==> src/rtl/bwm_pkg.sv <==
package bwm_pkg;
    localparam int IDX_W      = 3;
    localparam int DATA_W     = 8;
    localparam int BANK_W     = 6;
    localparam int OFF_W      = 16;
    localparam int ADDR_W     = BANK_W + OFF_W;
    localparam int MIN_SPAN_W = 20;
    localparam int NIB_W      = DATA_W / 2;

    localparam logic [DATA_W-1:0] KEY_OPEN   = 8'h86;
    localparam logic [DATA_W-1:0] SIG_CLOSED = 8'hA1;
    localparam logic [DATA_W-1:0] SIG_OPEN   = 8'h21;

    typedef enum logic [IDX_W-1:0] {
        IX_KEY   = 3'd0,
        IX_CTRL  = 3'd1,
        IX_BMODE = 3'd2,
        IX_MSIZE = 3'd3,
        IX_RBANK = 3'd4,
        IX_WBANK = 3'd5
    } reg_idx_e;

    typedef struct packed {
        logic [DATA_W-1:0] ctrl;
        logic [DATA_W-1:0] bmode;
        logic [DATA_W-1:0] msize;
        logic [DATA_W-1:0] rbank;
        logic [DATA_W-1:0] wbank;
    } ext_regs_t;

    // Keep the low address bits that fit in the selected memory size.
    function automatic logic [ADDR_W-1:0] span_mask(input logic [1:0] code);
        logic [ADDR_W-1:0] m;
        int w;
        w = MIN_SPAN_W + ((code > 2'd2) ? 2 : int'(code));
        for (int i = 0; i < ADDR_W; i++) m[i] = (i < w);
        return m;
    endfunction
endpackage

==> src/rtl/bwm_regfile.sv <==
module bwm_regfile
    import bwm_pkg::*;
(
    input  logic              clk,
    input  logic              rst,
    input  logic              cfg_wr,
    input  logic [IDX_W-1:0]  cfg_idx,
    input  logic [DATA_W-1:0] cfg_wdata,
    output logic [DATA_W-1:0] cfg_rdata,
    output logic              unlocked,
    output ext_regs_t         regs
);
    always_ff @(posedge clk) begin
        if (rst) begin
            unlocked <= 1'b0;
            regs     <= '0;
        end else if (cfg_wr) begin
            if (reg_idx_e'(cfg_idx) == IX_KEY) begin
                unlocked <= (cfg_wdata == KEY_OPEN);
            end else if (unlocked) begin
                case (reg_idx_e'(cfg_idx))
                    IX_CTRL:  regs.ctrl  <= cfg_wdata;
                    IX_BMODE: regs.bmode <= cfg_wdata;
                    IX_MSIZE: regs.msize <= cfg_wdata;
                    IX_RBANK: regs.rbank <= cfg_wdata;
                    IX_WBANK: regs.wbank <= cfg_wdata;
                    default:  ;
                endcase
            end
        end
    end

    always_comb begin
        cfg_rdata = '0;
        if (reg_idx_e'(cfg_idx) == IX_KEY) begin
            cfg_rdata = unlocked ? SIG_OPEN : SIG_CLOSED;
        end else if (unlocked) begin
            case (reg_idx_e'(cfg_idx))
                IX_CTRL:  cfg_rdata = regs.ctrl;
                IX_BMODE: cfg_rdata = regs.bmode;
                IX_MSIZE: cfg_rdata = regs.msize;
                IX_RBANK: cfg_rdata = regs.rbank;
                IX_WBANK: cfg_rdata = regs.wbank;
                default:  cfg_rdata = '0;
            endcase
        end
    end
endmodule

==> src/rtl/bwm_bank_sel.sv <==
module bwm_bank_sel
    import bwm_pkg::*;
(
    input  logic              bank_en,
    input  logic              split,
    input  logic              host_wr,
    input  logic [BANK_W-1:0] rbank,
    input  logic [DATA_W-1:0] wbank,
    output logic [BANK_W-1:0] bank
);
    localparam int PAD_W = BANK_W - NIB_W;

    logic [BANK_W-1:0] pk_rd, pk_wr;

    // Packed layout: write bank in the low nibble, read bank in the high nibble.
    assign pk_wr = {{PAD_W{1'b0}}, wbank[NIB_W-1:0]};
    assign pk_rd = {{PAD_W{1'b0}}, wbank[DATA_W-1:NIB_W]};

    always_comb begin
        if (!bank_en)   bank = '0;
        else if (split) bank = host_wr ? wbank[BANK_W-1:0] : rbank;
        else            bank = host_wr ? pk_wr : pk_rd;
    end
endmodule

==> src/rtl/bwm_addr_wrap.sv <==
module bwm_addr_wrap
    import bwm_pkg::*;
(
    input  logic [BANK_W-1:0] bank,
    input  logic [OFF_W-1:0]  host_off,
    input  logic [1:0]        size_code,
    output logic [ADDR_W-1:0] mem_addr
);
    assign mem_addr = {bank, host_off} & span_mask(size_code);
endmodule

==> src/rtl/bank_window_mapper.sv <==
module bank_window_mapper
    import bwm_pkg::*;
(
    input  logic              clk,
    input  logic              rst,
    input  logic              cfg_wr,
    input  logic [IDX_W-1:0]  cfg_idx,
    input  logic [DATA_W-1:0] cfg_wdata,
    output logic [DATA_W-1:0] cfg_rdata,
    input  logic [OFF_W-1:0]  host_off,
    input  logic              host_wr,
    output logic [ADDR_W-1:0] mem_addr
);
    logic              unlocked;
    ext_regs_t         regs;
    logic [BANK_W-1:0] bank;

    bwm_regfile u_regs (
        .clk       (clk),
        .rst       (rst),
        .cfg_wr    (cfg_wr),
        .cfg_idx   (cfg_idx),
        .cfg_wdata (cfg_wdata),
        .cfg_rdata (cfg_rdata),
        .unlocked  (unlocked),
        .regs      (regs)
    );

    bwm_bank_sel u_bank (
        .bank_en (regs.ctrl[0]),
        .split   (regs.bmode[0]),
        .host_wr (host_wr),
        .rbank   (regs.rbank[BANK_W-1:0]),
        .wbank   (regs.wbank),
        .bank    (bank)
    );

    bwm_addr_wrap u_wrap (
        .bank      (bank),
        .host_off  (host_off),
        .size_code (regs.msize[1:0]),
        .mem_addr  (mem_addr)
    );
endmodule

==> config.mk <==
export PLATFORM = sky130hd
export DESIGN_NAME = bank_window_mapper
export DESIGN_NICKNAME = d
export VERILOG_FILES = /design/src/rtl/bwm_pkg.sv /design/src/rtl/bwm_regfile.sv /design/src/rtl/bwm_bank_sel.sv /design/src/rtl/bwm_addr_wrap.sv /design/src/rtl/bank_window_mapper.sv
export SDC_FILE = /design/constraint.sdc
export NUM_CORES = 1
export LEC_CHECK = 0
export BUFFER_PORTS_ARGS = -buffer_cell sky130_fd_sc_hd__buf_4
export CAP_MARGIN = 20
export CORE_MARGIN = 2
export CORE_UTILIZATION = 48
export CTS_CLUSTER_DIAMETER = 150
export DETAILED_ROUTE_END_ITERATION = 12
export GPL_TIMING_DRIVEN = 0
export PLACE_DENSITY = 0.76
export SETUP_SLACK_MARGIN = 0.1
export SLEW_MARGIN = 0
export SYNTH_ARGS = -nofsm -noshare
export SYNTH_HDL_FRONTEND = slang
export SYNTH_HIERARCHICAL = 1
export SYNTH_SLANG_ARGS = --single-unit
==> constraint.sdc <==
create_clock -name clk -period 2.2 [get_ports clk]
set_input_delay 0.66 -clock clk [delete_from_list [all_inputs] [get_ports clk]]
set_output_delay 0.66 -clock clk [all_outputs]
set_load 0.005 [all_outputs]
After elaboration in Yosys (flattened, before gate mapping)
Index checks and enable logic that the tools add are counted.

storage, ports and cells
  word-level logic and storage cells = 54
  bits in registers = 41
  output and inout bits = 30
  input port bits = 31

cells by class
  multiplexer cells = 9
  bitwise logic cells = 2
  magnitude comparators = 23
  equality and inequality tests = 6
  $add $sub $neg = 1
  reduce and logical (&&, ||, !) cells = 7

operators by type and width
  operator                 number
  $lt A5 B32 Y1 const A    8
  $lt A6 B32 Y1 const A    6
  $lt A4 B32 Y1 const A    4
  $lt A3 B32 Y1 const A    2
  $pmux W8 S5              1
  $add A6 B32 Y32 const A  1
  $lt A1 B32 Y1 const A    1
  $lt A2 B32 Y1 const A    1
  $mux W8                  3
  $and A22 B22 Y22         1
  $reduce_and A4 Y1        5
  $mux W6                  3
  $eq A8 B8 Y1 const B     1
  $eq A3 B2 Y1 const B     2
  $eq A3 B3 Y1 const B     2
  $mux W4                  1
  $eq A3 B1 Y1 const B     1
  $logic_not A3 Y1         1
  $gt A2 B2 Y1 const B     1
  $mux W2                  1
  $reduce_and A2 Y1        1
  $not A1 Y1               1

Depth between registers and ports, before layout
  word-level depth = 5
  depth in mapped cells = 6
  mapped depth without buffers = 3

Modules after synthesis
Netlist, hierarchy kept.

modules (own cells, without submodules)
  module         cells an instance  sequential area each (sq um)  times used  area each (sq um)
  bwm_regfile    209                820.8                         1           2104.5
  bwm_addr_wrap  22                 0.0                           1           165.2
  bwm_bank_sel   18                 0.0                           1           146.4

Worst setup path after synthesis
No wires, ideal clock.

  path type = input port to output port
  from = input cfg_idx[0]
  to = output cfg_rdata[6]
  buffers on the path = 1
  arrival time = 1538 ps
  path slack = 2 ps
  cell stages on the path = 4
  data required time = 1540 ps
  cell sequence = buf_2 -> mux2_2 -> a221oi_1 -> nor2_1

on the way
  longest elaborated chain between the ends = 4
  elaborated cells between the ends (all ways) = 9
  those cells by class = eq/ne: 5; mux: 3; reduce/logical: 1

RTL lines
  element                                     line                     text
  from (decl)                                 bank_window_mapper.sv:7  input logic [IDX_W-1:0] cfg_idx,
  $eq A3 B3 Y1, or another cell as far along  bwm_regfile.sv:38        case (reg_idx_e'(cfg_idx))
  $pmux W8 S5                                 bwm_regfile.sv:38
  $mux W8                                     bwm_regfile.sv:37        end else if (unlocked) begin
  $mux W8 (*)                                 bwm_regfile.sv:35        if (reg_idx_e'(cfg_idx) == IX_KEY) begin
  to (decl)                                   bank_window_mapper.sv:9  output logic [DATA_W-1:0] cfg_rdata,

Every way passes the cells marked *; elsewhere a longest branch is shown, timed or not.

Worst setup path after layout
Ends and elaborated chain as after synthesis.

==> reports/qor.json <==
{
  "filler_cell_count": {"value": 415},
  "hold_path_class": {"value": "reg2reg"},
  "postSynthRegisterBits": {"value": 41},
  "die_area": {"value": 5620, "unit": "um2"},
  "register_area": {"value": 825, "unit": "um2"},
  "power.clock.fraction": {"value": 35.3, "unit": "%"},
  "yosysWarnings": {"value": 6},
  "critical_setup_path_class": {"value": "in2out"},
  "synth_top_area_share": {"value": 34.0, "unit": "%"},
  "remaining_drc_errors": {"value": 0},
  "design.portCount": {"value": 61},
  "critical_path.endpoint_type": {"value": "output port"},
  "detail_route.first_pass.iterations": {"value": 6},
  "routed-via-count": {"value": 1964},
  "cell_type_contributing_the_most_total_cell_area_after_synthesis": {"value": "sky130_fd_sc_hd__dfxtp_1"},
  "hold_viol_final": {"value": 0},
  "floorplan.initialDensity": {"value": 50.5, "unit": "%"},
  "synth_enable_flop_cells": {"value": 0},
  "worst-path-stages": {"value": 7},
  "cts_tree": {"value": "built"},
  "clkSinkCount": {"value": 41},
  "maxSlewHeadroom": {"value": 65.4, "unit": "%"},
  "core-area": {"value": 4790, "unit": "um2"},
  "synth_flop_cell": {"value": "sky130_fd_sc_hd__dfxtp_1"},
  "compound_cell_area_share_of_the_yosys_netlist": {"value": 7.25, "unit": "%"},
  "synth.area.mux_share": {"value": 25.3, "unit": "%"},
  "netlist_instances": {"value": 249},
  "port-buffer-count": {"value": 40},
  "placementRows": {"value": 25},
  "period_share": {"value": 104, "unit": "%"},
  "floorplan.die.width": {"value": 74.9, "unit": "um"},
  "groute.usage.overall": {"value": 22.5, "unit": "%"},
  "multiInputGateArea": {"value": 1430, "unit": "um2"},
  "dp_hpwl": {"value": 4280, "unit": "um"},
  "setup_slack": {"value": -97.9, "unit": "ps"},
  "ir_drop": {"value": 0.350, "unit": "mV"},
  "gp_routability_congestion": {"value": 0.790},
  "synth-adder-area-share": {"value": 0, "unit": "%"},
  "post_drt_wl_per_cell": {"value": 16.6, "unit": "um"},
  "areaGrowthSynthToFinish": {"value": 26.7, "unit": "%"},
  "path_clk_slew": {"value": 80, "unit": "ps"},
  "slew_at_the_pin_closest_to_its_max_slew_limit": {"value": 519, "unit": "ps"},
  "path_cells": {"value": "buf_8 > buf_8 > buf_4 > a211o_1 > nand4_1 > nor2_1 > buf_4"},
  "comb_power_share": {"value": 12.8, "unit": "%"},
  "grt_start_max_net_pins": {"value": 12},
  "p_seq_share": {"value": 51.8, "unit": "%"},
  "first_pass_grt_wire_length": {"value": 9340, "unit": "um"},
  "p_int": {"value": 0.00109, "unit": "W"},
  "cp_slowest_stage_delay": {"value": 280, "unit": "ps"},
  "post-synth-top-count-cell": {"value": "sky130_fd_sc_hd__nand2b_1"},
  "clock_skew": {"value": 3.62, "unit": "ps"},
  "worst_path_max_delay_cell": {"value": "sky130_fd_sc_hd__a211o_1"},
  "post_place_setup_slack": {"value": -216, "unit": "ps"},
  "utilization": {"value": 63.9, "unit": "%"},
  "synth-simple-area-share": {"value": 23.4, "unit": "%"},
  "insertion_delay_of_the_later_clocked_pin_in_the_worst_skew_pair": {"value": 290, "unit": "ps"},
  "critical_path_buf_inv_count": {"value": 4},
  "postLayoutCellArea": {"value": 3060, "unit": "um2"},
  "post_drt_via_cell_ratio": {"value": 5.38},
  "ys_seq_area_share": {"value": 34.0, "unit": "%"},
  "power.density_cell_area": {"value": 466, "unit": "nW/um2"},
  "synthXorXnorAreaFrac": {"value": 0, "unit": "%"},
  "holdPathStages": {"value": 2},
  "grt_antenna_before_repair": {"value": 0},
  "switching_share": {"value": 23.7, "unit": "%"},
  "ctsRootBufferMaster": {"value": "sky130_fd_sc_hd__clkbuf_8"},
  "finalHoldWorstSlack": {"value": 476, "unit": "ps"},
  "fin_total_pwr": {"value": 0.00143, "unit": "W"},
  "worstRegToRegCells": {"value": 5},
  "grt_setup_unrepaired": {"value": "yes"},
  "worstSetupStartpointType": {"value": "input pin"},
  "summed_instance_area_of_the_synthesized_netlist": {"value": 2420, "unit": "um2"},
  "critPathTopFamily": {"value": "buffers and inverters"},
  "place_area": {"value": 2820, "unit": "um2"},
  "maximum_fanout_along_the_worst_path": {"value": 10},
  "first_iter_violations": {"value": 52},
  "final_antenna_net_count": {"value": 0},
  "post_cts_hold_buffer_count": {"value": 0},
  "synth_cell_type_count": {"value": 36},
  "clock_path_buffers": {"value": 2},
  "setup_violations": {"value": 8},
  "maxCapViolCount": {"value": 0},
  "total_inserted_antenna_cells": {"value": 0},
  "max_freq": {"value": 435, "unit": "MHz"},
  "postSynthNetCount": {"value": 280},
  "height_of_the_chip": {"value": 74.9, "unit": "um"},
  "grt_remaining_overflow": {"value": 0},
  "violations_in_the_final_reports": {"value": "setup timing"},
  "synth_common_cells": {"value": "sky130_fd_sc_hd__nand2b_1, sky130_fd_sc_hd__mux2i_1, sky130_fd_sc_hd__dfxtp_1, sky130_fd_sc_hd__buf_4, sky130_fd_sc_hd__mux2_2"},
  "tritoncts.num_buffers": {"value": 5},
  "wl": {"value": 6050, "unit": "um"},
  "power_switching": {"value": 0.000338, "unit": "W"},
  "final_period_minus_worst_setup_slack": {"value": 2300, "unit": "ps"},
  "syn_area_per_cell": {"value": 9.70, "unit": "um2"},
  "h_tree_levels": {"value": 2},
  "power.static_leakage": {"value": 1.46, "unit": "nW"},
  "first_global_vias": {"value": 1848},
  "finalNetCount": {"value": 329},
  "synth_async_sr_flop_share": {"value": 0, "unit": "%"},
  "final_max_slew_viol_count": {"value": 0},
  "final_layout_size_suffix_gt1_share": {"value": 37.2, "unit": "%"},
  "main_combinational_cell_family_by_area_after_synthesis": {"value": "multiplexers"},
  "cp_data_arrival_time": {"value": 1640, "unit": "ps"},
  "critPathRequiredTime": {"value": 1540, "unit": "ps"},
  "status": {"value": "finished, violations left"},
  "yosys-top-cells-area": {"value": "sky130_fd_sc_hd__dfxtp_1, sky130_fd_sc_hd__mux2i_1, sky130_fd_sc_hd__nand2b_1, sky130_fd_sc_hd__buf_4, sky130_fd_sc_hd__mux2_2"}
}
[area by class of cell]
type,count,area share [%]
multi-input cells,171,46.8
inverters,2,0.245
flip-flops and latches,41,26.9
clock buffers,7,2.82
well taps,67,2.74
repair buffers,46,12.4
plain buffers,31,8.05
[flip-flops by register name, indices dropped and copies added, names as in the netlist]
name             flops
u_regs/unlocked      1
u_regs/regs         40
[through the flow]
| step | TNS [ps] | instances |
|---|---|---|
| after detailed placement | -1130 | 356 |
| after global routing | -774 | 365 |
| after global placement | -1100 | 356 |
| after floorplan | 0 | 249 |
| final | -547 | 365 |
| after CTS | -513 | 365 |
[layer usage]
layer	track usage (%)	vias up	share of wire [%]
met5	0	-	0
met3	5.89	9	6.9
met1	30.8	928	46
li1	-	948	-
met2	35.8	79	47
met4	5.36	0	1.1
[tightest hold or removal path: cells and delay by family, from the launching register on]
kind / cells / cell delay (ps)
mux: 1 / 60
flops: 1 / 310
simple gates: 1 / 60
[worst paths after layout]
path                         from               to  slack (ps)
hold reg to reg   u_regs/regs[39]  u_regs/regs[39]         480
hold / removal    u_regs/regs[39]  u_regs/regs[39]         480
setup reg to reg  u_regs/unlocked  u_regs/regs[13]         690
setup / recovery       cfg_idx[0]     cfg_rdata[6]        -100
[cells by family after synthesis]
logic type | count (synthesis)
compound gates | 23
buf+inv | 37
simple gates | 89
mux | 59
flops | 41
[what timing repair did]
action / in CTS / in global routing
resized for setup: 25 / 11
buffers inserted: 4 / 2
endpoints found under the setup margin: 12 / 13
pin swaps: 8 / 6
[power groups by stage]
stage / logic, W / clock network [W] / registers [W]
after floorplan: 0.0000967 / 0 / 0.000759
after global placement: 0.000163 / 0 / 0.000759
after detailed placement: 0.000164 / 0 / 0.000759
after CTS: 0.000175 / 0.000509 / 0.000740
after global routing: 0.000194 / 0.000544 / 0.000740
final: 0.000183 / 0.000504 / 0.000740
[cell usage in the layout, fill, tap and decap left out, drive strengths merged, types with 3 or more instances in the layout]
master  instances
clkbuf         13
nand3           8
mux2           17
mux2i          42
dfxtp          41
nor2            3
nand2           8
buf            71
nand2b         54
o21ai           5
o211a           4
a22oi           6
Power figures use the tool's default switching activity.
